<file path="config.mk">
export PLATFORM = sky130hd
export DESIGN_NAME = cap_reload_timer
export DESIGN_NICKNAME = d
export VERILOG_FILES = /design/src/rtl/tmr_pkg.sv /design/src/rtl/tmr_edge_det.sv /design/src/rtl/tmr_core.sv /design/src/rtl/cap_reload_timer.sv
export SDC_FILE = /design/constraint.sdc
export NUM_CORES = 1
export LEC_CHECK = 0
export BUFFER_PORTS_ARGS = -buffer_cell sky130_fd_sc_hd__buf_2
export CAP_MARGIN = 20
export CELL_PAD_IN_SITES_DETAIL_PLACEMENT = 1
export CELL_PAD_IN_SITES_GLOBAL_PLACEMENT = 1
export CORE_MARGIN = 2
export CORE_UTILIZATION = 40
export CTS_CLUSTER_DIAMETER = 60
export CTS_CLUSTER_SIZE = 20
export DETAILED_ROUTE_END_ITERATION = 7
export PLACE_DENSITY = 0.78
export SYNTH_ARGS = -nofsm -noshare
export SYNTH_HDL_FRONTEND = slang
export SYNTH_SLANG_ARGS = --single-unit
</file>
<file path="constraint.sdc">
create_clock -name clk -period 4.8 [get_ports clk]
set_input_delay 1.2 -clock clk [delete_from_list [all_inputs] [get_ports clk]]
set_output_delay 1.2 -clock clk [all_outputs]
set_load 0.02 [all_outputs]
</file>
<file path="src/rtl/tmr_pkg.sv">
package tmr_pkg;

  localparam int BYTE_W = 8;
  localparam int CNT_W  = 2 * BYTE_W;

  typedef enum logic [1:0] {
    MODE_RELOAD  = 2'd0,
    MODE_CAPTURE = 2'd1,
    MODE_BAUD    = 2'd2
  } mode_e;

  typedef struct packed {
    logic ext_flag;
    logic ovf_flag;
    logic tx_rate;
    logic rx_rate;
    logic trig_en;
    logic cap_sel;
    logic cnt_src;
    logic run;
  } ctrl_t;

  // Rate bits dominate; capture-select only matters outside bit-rate mode.
  function automatic mode_e pick_mode(ctrl_t c);
    if (c.rx_rate || c.tx_rate) return MODE_BAUD;
    if (c.cap_sel)              return MODE_CAPTURE;
    return MODE_RELOAD;
  endfunction

  function automatic logic [CNT_W-1:0] step_count(logic [CNT_W-1:0] v);
    return v + CNT_W'(1);
  endfunction

  function automatic logic at_top(logic [CNT_W-1:0] v);
    return &v;
  endfunction

endpackage

</file>
<file path="src/rtl/tmr_edge_det.sv">
module tmr_edge_det #(
  parameter int STAGES = 2
) (
  input  logic clk,
  input  logic rst_n,
  input  logic pin,
  output logic fall
);

  logic [STAGES-1:0] sync_q;
  logic              prev_q;

  // Reset to the idle-high level so no edge appears out of reset.
  always_ff @(posedge clk or negedge rst_n) begin
    if (!rst_n) begin
      sync_q <= '1;
      prev_q <= 1'b1;
    end else begin
      sync_q <= {sync_q[STAGES-2:0], pin};
      prev_q <= sync_q[STAGES-1];
    end
  end

  assign fall = prev_q & ~sync_q[STAGES-1];

  // each edge is reported for a single cycle only
  a_r4_fall_once: assert property (@(posedge clk) disable iff (!rst_n)
    fall |=> !fall);

endmodule

</file>
<file path="src/rtl/tmr_core.sv">
module tmr_core
  import tmr_pkg::*;
(
  input  logic              clk,
  input  logic              rst_n,
  input  logic              run,
  input  logic              cnt_src,
  input  logic              trig_en,
  input  mode_e             mode,
  input  logic              tick,
  input  logic              cnt_fall,
  input  logic              trig_fall,
  input  logic              wr_cnt_lo,
  input  logic              wr_cnt_hi,
  input  logic              wr_hold_lo,
  input  logic              wr_hold_hi,
  input  logic              wr_ctrl,
  input  logic [BYTE_W-1:0] wdata,
  output logic [CNT_W-1:0]  count,
  output logic [CNT_W-1:0]  hold,
  output logic              ovf_flag,
  output logic              ext_flag,
  output logic              baud_pulse
);

  logic             inc_ev;
  logic             wrap_ev;
  logic             ext_ev;
  logic             capture_ev;
  logic             reload_ev;
  logic             baud_wrap;
  logic [CNT_W-1:0] count_n;
  logic [CNT_W-1:0] hold_n;
  logic             ovf_n;
  logic             ext_n;

  assign inc_ev     = run && (cnt_src ? cnt_fall : tick);
  assign wrap_ev    = inc_ev && at_top(count);
  assign ext_ev     = trig_fall && trig_en;
  assign capture_ev = (mode == MODE_CAPTURE) && ext_ev;
  assign reload_ev  = ((mode == MODE_RELOAD) && (wrap_ev || ext_ev)) ||
                      ((mode == MODE_BAUD) && wrap_ev);
  assign baud_wrap  = (mode == MODE_BAUD) && wrap_ev;

  always_comb begin
    count_n = count;
    if (reload_ev)   count_n = hold;
    else if (inc_ev) count_n = step_count(count);
    if (wr_cnt_lo) count_n[BYTE_W-1:0]     = wdata;
    if (wr_cnt_hi) count_n[CNT_W-1:BYTE_W] = wdata;
  end

  always_comb begin
    hold_n = hold;
    if (wr_hold_lo) hold_n[BYTE_W-1:0]     = wdata;
    if (wr_hold_hi) hold_n[CNT_W-1:BYTE_W] = wdata;
    if (capture_ev) hold_n = count;
  end

  always_comb begin
    ovf_n = wr_ctrl ? wdata[6] : ovf_flag;
    ext_n = wr_ctrl ? wdata[7] : ext_flag;
    if (wrap_ev && mode != MODE_BAUD) ovf_n = 1'b1;
    if (ext_ev)                       ext_n = 1'b1;
  end

  always_ff @(posedge clk or negedge rst_n) begin
    if (!rst_n) begin
      count      <= '0;
      hold       <= '0;
      ovf_flag   <= 1'b0;
      ext_flag   <= 1'b0;
      baud_pulse <= 1'b0;
    end else begin
      count      <= count_n;
      hold       <= hold_n;
      ovf_flag   <= ovf_n;
      ext_flag   <= ext_n;
      baud_pulse <= baud_wrap;
    end
  end

  // a stopped timer keeps its count unless software or a reload moves it
  a_r2_hold: assert property (@(posedge clk) disable iff (!rst_n)
    (!run && !wr_cnt_lo && !wr_cnt_hi && !reload_ev) |=> $stable(count));

  // the overflow flag never rises while in bit-rate mode
  a_r10_no_ovf_flag: assert property (@(posedge clk) disable iff (!rst_n)
    (mode == MODE_BAUD && !ovf_flag && !wr_ctrl) |=> !ovf_flag);

  // the rate pulse only follows a bit-rate wrap
  a_r10_pulse_src: assert property (@(posedge clk) disable iff (!rst_n)
    $rose(baud_pulse) |-> $past(mode == MODE_BAUD && wrap_ev));

  // a capture stores the count as it stood before the edge
  a_r7_capture: assert property (@(posedge clk) disable iff (!rst_n)
    capture_ev |=> hold == $past(count));

  // a flag only rises on its event or a control write
  a_r12_flag_rise: assert property (@(posedge clk) disable iff (!rst_n)
    ($rose(ovf_flag) || $rose(ext_flag)) |-> $past(wrap_ev || ext_ev || wr_ctrl));

endmodule

</file>
<file path="src/rtl/cap_reload_timer.sv">
module cap_reload_timer
  import tmr_pkg::*;
#(
  parameter int ADDR_W      = 3,
  parameter int SYNC_STAGES = 2
) (
  input  logic              clk,
  input  logic              rst_n,
  input  logic [ADDR_W-1:0] bus_addr,
  input  logic              bus_wr,
  input  logic [7:0]        bus_wdata,
  output logic [7:0]        bus_rdata,
  input  logic              tick,
  input  logic              cnt_pin,
  input  logic              trig_pin,
  output logic              irq,
  output logic              baud_pulse
);

  localparam logic [ADDR_W-1:0] A_CTRL    = ADDR_W'(0);
  localparam logic [ADDR_W-1:0] A_CNT_LO  = ADDR_W'(1);
  localparam logic [ADDR_W-1:0] A_CNT_HI  = ADDR_W'(2);
  localparam logic [ADDR_W-1:0] A_HOLD_LO = ADDR_W'(3);
  localparam logic [ADDR_W-1:0] A_HOLD_HI = ADDR_W'(4);
  localparam int                CFG_W     = 6;

  logic [CFG_W-1:0] cfg_q;
  logic             ovf_flag, ext_flag;
  logic             cnt_fall, trig_fall;
  logic [CNT_W-1:0] count, hold;
  ctrl_t            ctrl_v;
  mode_e            mode;
  logic             wr_ctrl, wr_cnt_lo, wr_cnt_hi, wr_hold_lo, wr_hold_hi;

  assign wr_ctrl    = bus_wr && bus_addr == A_CTRL;
  assign wr_cnt_lo  = bus_wr && bus_addr == A_CNT_LO;
  assign wr_cnt_hi  = bus_wr && bus_addr == A_CNT_HI;
  assign wr_hold_lo = bus_wr && bus_addr == A_HOLD_LO;
  assign wr_hold_hi = bus_wr && bus_addr == A_HOLD_HI;

  always_ff @(posedge clk or negedge rst_n) begin
    if (!rst_n)       cfg_q <= '0;
    else if (wr_ctrl) cfg_q <= bus_wdata[CFG_W-1:0];
  end

  assign ctrl_v = ctrl_t'({ext_flag, ovf_flag, cfg_q});
  assign mode   = pick_mode(ctrl_v);

  tmr_edge_det #(.STAGES(SYNC_STAGES)) u_cnt_edge (
    .clk(clk), .rst_n(rst_n), .pin(cnt_pin), .fall(cnt_fall)
  );

  tmr_edge_det #(.STAGES(SYNC_STAGES)) u_trig_edge (
    .clk(clk), .rst_n(rst_n), .pin(trig_pin), .fall(trig_fall)
  );

  tmr_core u_core (
    .clk        (clk),
    .rst_n      (rst_n),
    .run        (ctrl_v.run),
    .cnt_src    (ctrl_v.cnt_src),
    .trig_en    (ctrl_v.trig_en),
    .mode       (mode),
    .tick       (tick),
    .cnt_fall   (cnt_fall),
    .trig_fall  (trig_fall),
    .wr_cnt_lo  (wr_cnt_lo),
    .wr_cnt_hi  (wr_cnt_hi),
    .wr_hold_lo (wr_hold_lo),
    .wr_hold_hi (wr_hold_hi),
    .wr_ctrl    (wr_ctrl),
    .wdata      (bus_wdata),
    .count      (count),
    .hold       (hold),
    .ovf_flag   (ovf_flag),
    .ext_flag   (ext_flag),
    .baud_pulse (baud_pulse)
  );

  always_comb begin
    case (bus_addr)
      A_CTRL:    bus_rdata = ctrl_v;
      A_CNT_LO:  bus_rdata = count[BYTE_W-1:0];
      A_CNT_HI:  bus_rdata = count[CNT_W-1:BYTE_W];
      A_HOLD_LO: bus_rdata = hold[BYTE_W-1:0];
      A_HOLD_HI: bus_rdata = hold[CNT_W-1:BYTE_W];
      default:   bus_rdata = 8'h00;
    endcase
  end

  assign irq = ovf_flag | ext_flag;

  // a request appears only after a flag event or a control write
  a_r12_irq_rise: assert property (@(posedge clk) disable iff (!rst_n)
    $rose(irq) |-> $past(wr_ctrl || cnt_fall || tick || trig_fall));

endmodule

</file>
==> impl_metrics.env <==
export IMPL_status="completed"
export IMPL_max_freq_mhz=251
export IMPL_dp_hpwl_um=6050
export IMPL_synth_edf_count=0
export IMPL_max_cap_viol_count=0
export IMPL_syn_nets=323
export IMPL_synthFlopType="dfrtp_1"
export IMPL_gr_total_overflow=0
export IMPL_cp_arrival_ns=2.79
export IMPL_critical_path_class="input pin to primary output"
export IMPL_slew_headroom=0.430
export IMPL_period_share=0.831
export IMPL_die_y_um=87.8
export IMPL_initial_core_util=0.413
export IMPL_fillers=807
export IMPL_worst_slew_pin_slew_ns=0.852
export IMPL_cts_made_buffers=5
export IMPL_vias=2500
export IMPL_synth_area_sq_um=2810
export IMPL_powerDensity_nw_per_um2=468
export IMPL_async_reset_ff_frac=1.00
export IMPL_ctsHtreeMaxLevel=2
export IMPL_synth_area_leaders="dfrtp_1, mux2i_1, dfstp_2"
export IMPL_yosysSeqAreaShare=0.422
export IMPL_finClkSkew_ns=0.00592
export IMPL_first_iter_violations=146
export IMPL_drt_vias_per_instance=5.97
export IMPL_cp_start_kind="input pin"
export IMPL_ys_warn_count=0
export IMPL_critPathMaxStageDelay_ns=0.68
export IMPL_crit_required_ns=3.60
export IMPL_port_buffers=26
export IMPL_synth_top_cell_area_share=0.365
export IMPL_cts_setup_buffers=0
export IMPL_critical_path_most_common_cell="buf_2"
export IMPL_dp_slack_ns=0.844
export IMPL_antenna_found_initial=0
export IMPL_grt_pass1_vias=2544
export IMPL_crit_buf_inv=2
export IMPL_slowest_stage="nor2b_1"
export IMPL_place_congestion=0.878
export IMPL_hold_path_class="flip-flop to flip-flop"
export IMPL_pin_count=27
export IMPL_drtAntennaViolNets=0
export IMPL_cts_buffer_depth=2
export IMPL_ir_worst_vdd_mv=0.204
export IMPL_final_setup_tns_ns=0
export IMPL_period_needed_ns=3.99
export IMPL_rsz0062_at_grt="false"
export IMPL_crit_path_cell_trace="buf_2 -> nor2b_1 -> a21oi_1 -> o22ai_1 -> buf_2"
export IMPL_rows=30
export IMPL_grt_pass1_wl_um=13700
export IMPL_firstDrtPassIters=4
export IMPL_avgSynthCellArea_sq_um=9.21
export IMPL_drcViolationCount=0
export IMPL_cts_root_buf="clkbuf_8"
export IMPL_die_area_sq_um=7710
export IMPL_cts_resized=0
export IMPL_finalSetupViolations=0
export IMPL_die_w_um=87.8
export IMPL_end_kind="primary output"
export IMPL_areaGrowthSynthToFinish_pct=11.6
export IMPL_drive_gt1_frac=0.176
export IMPL_nets=340
export IMPL_clk_latency_ns=0.31
export IMPL_hold_buffers=0
export IMPL_yosysTopAreaCell="dfrtp_1"
export IMPL_synthCells=305
export IMPL_worst_path_max_fanout=23
export IMPL_clk_pin_slew_worst_paths_ns=0.09
export IMPL_fin_ws_ns=0.813
export IMPL_crit_family="simple AND/OR/NAND/NOR gates"
export IMPL_leakage_nw=1.32
export IMPL_ys_types=46
export IMPL_track_usage=0.233
export IMPL_ys_seq_elements=47
export IMPL_wl_per_cell_um=20.4
export IMPL_seq_area_sq_um=1180
export IMPL_grt_max_degree=48
export IMPL_core_area_sq_um=6790
export IMPL_multiInputGateArea_sq_um=1530
export IMPL_wl_um=8560
export IMPL_diodes=0
export IMPL_timing_hold_violations_final=0
export IMPL_cts_tree="done"
export IMPL_clock_sinks=47
export IMPL_final_max_slew_viol_count=0
-- cell families (layout without fill, tap and decap cells) --
logic type | count (synthesis) | count (layout) | share of synthesized area
xor+xnor | 10 | 10 | 0.0312
simple gates | 115 | 115 | 0.206
mux | 39 | 39 | 0.142
flops | 47 | 47 | 0.422
fa+ha+maj | 1 | 1 | 0.00446
compound gates | 71 | 71 | 0.158
buf+inv | 22 | 40 | 0.0365
-- stage by stage --
stage | instance area (sq um) | util | power (mW) | cells | hold slack [ns]
final | 3130 | 0.461 | 1.46 | 419 | 0.360
after global placement | 2980 | 0.439 | 1.13 | 409 | 0.345
after CTS | 3100 | 0.456 | 1.47 | 417 | 0.360
after global routing | 3130 | 0.461 | 1.56 | 419 | 0.367
after detailed placement | 2980 | 0.439 | 1.16 | 409 | 0.347
after floorplan | 2810 | - | 1.00 | 305 | 0.345
-- flip-flops by register name, indices dropped and copies added, names as in the netlist --
name / cells
u_trig_edge.sync_q: 2
u_core.ext_flag: 1
u_cnt_edge.sync_q: 2
u_trig_edge.prev_q: 1
cfg_q: 6
u_core.count: 16
u_core.baud_pulse: 1
u_core.ovf_flag: 1
u_core.hold: 16
u_cnt_edge.prev_q: 1
-- metal layers --
metal	routed length, um	part of all wire	vias to the layer above	global-route usage
met5	0	0	-	0
met2	4160	0.49	50	0.390
met3	290	0.034	11	0.0368
met4	118	0.014	0	0.0643
li1	-	-	1160	-
met1	3990	0.47	1279	0.312
-- cell usage in the layout, fill, tap and decap left out, types with 3 or more instances in the layout --
master,synthesis,layout
dfrtp_1,41,41
nor2_1,32,32
mux2i_1,32,32
nand2_1,31,31
a21oi_1,30,30
buf_2,3,26
o211ai_1,10,10
nor4_1,10,9
xnor2_1,9,9
o22ai_1,8,8
nand3_1,8,8
mux2_2,7,7
nand4_1,7,7
nor3_1,6,6
clkbuf_8,0,6
dfstp_2,6,6
o221ai_1,4,4
o31ai_1,4,4
a31oi_1,4,4
nand3b_1,3,3
inv_1,3,3
o21ai_0,3,3
-- power by group --
part | switching, mW | internal (mW) | total (mW) | leakage [nW]
logic | 0.225 | 0.205 | 0.430 | 0.708
registers | 0.196 | 0.531 | 0.727 | 0.548
clock network | 0.139 | 0.169 | 0.308 | 0.0612
total | 0.560 | 0.905 | 1.46 | 1.32
-- path summary, 6_finish.rpt --
check | from | end | slack (ns) | cells after the start
max in group asynchronous | rst_n | u_trig_edge.sync_q[1] | 3.34 | 2
setup / recovery | bus_addr[1] | bus_rdata[4] | 0.81 | 5
min in group asynchronous | rst_n | cfg_q[0] | 0.85 | 1
setup reg to reg | u_cnt_edge.prev_q | u_core.count[12] | 2.45 | 5
hold reg to reg | u_trig_edge.sync_q[0] | u_trig_edge.sync_q[1] | 0.36 | 0
hold / removal | u_trig_edge.sync_q[0] | u_trig_edge.sync_q[1] | 0.36 | 0
-- synthesized netlist by cell type (3+ instances only) --
master,instances
dfrtp_1,41
mux2i_1,32
nor2_1,32
nand2_1,31
a21oi_1,30
nor4_1,10
o211ai_1,10
clkbuf_1,9
xnor2_1,9
nand3_1,8
o22ai_1,8
mux2_2,7
nand4_1,7
dfstp_2,6
nor3_1,6
a31oi_1,4
buf_1,4
o221ai_1,4
o31ai_1,4
buf_2,3
inv_1,3
nand3b_1,3
o21ai_0,3
-- area by class of cell --
type                            instances  share of cell area
Clock buffer                            6              0.0264
Clock inverter                          2              0.0112
Inverter                                3             0.00359
Multi-Input combinational cell        236               0.488
Sequential cell                        47               0.378
Tap cell                               96              0.0383
Timing Repair Buffer                   29              0.0551
Note: power is estimated with default switching activity, not from simulation.
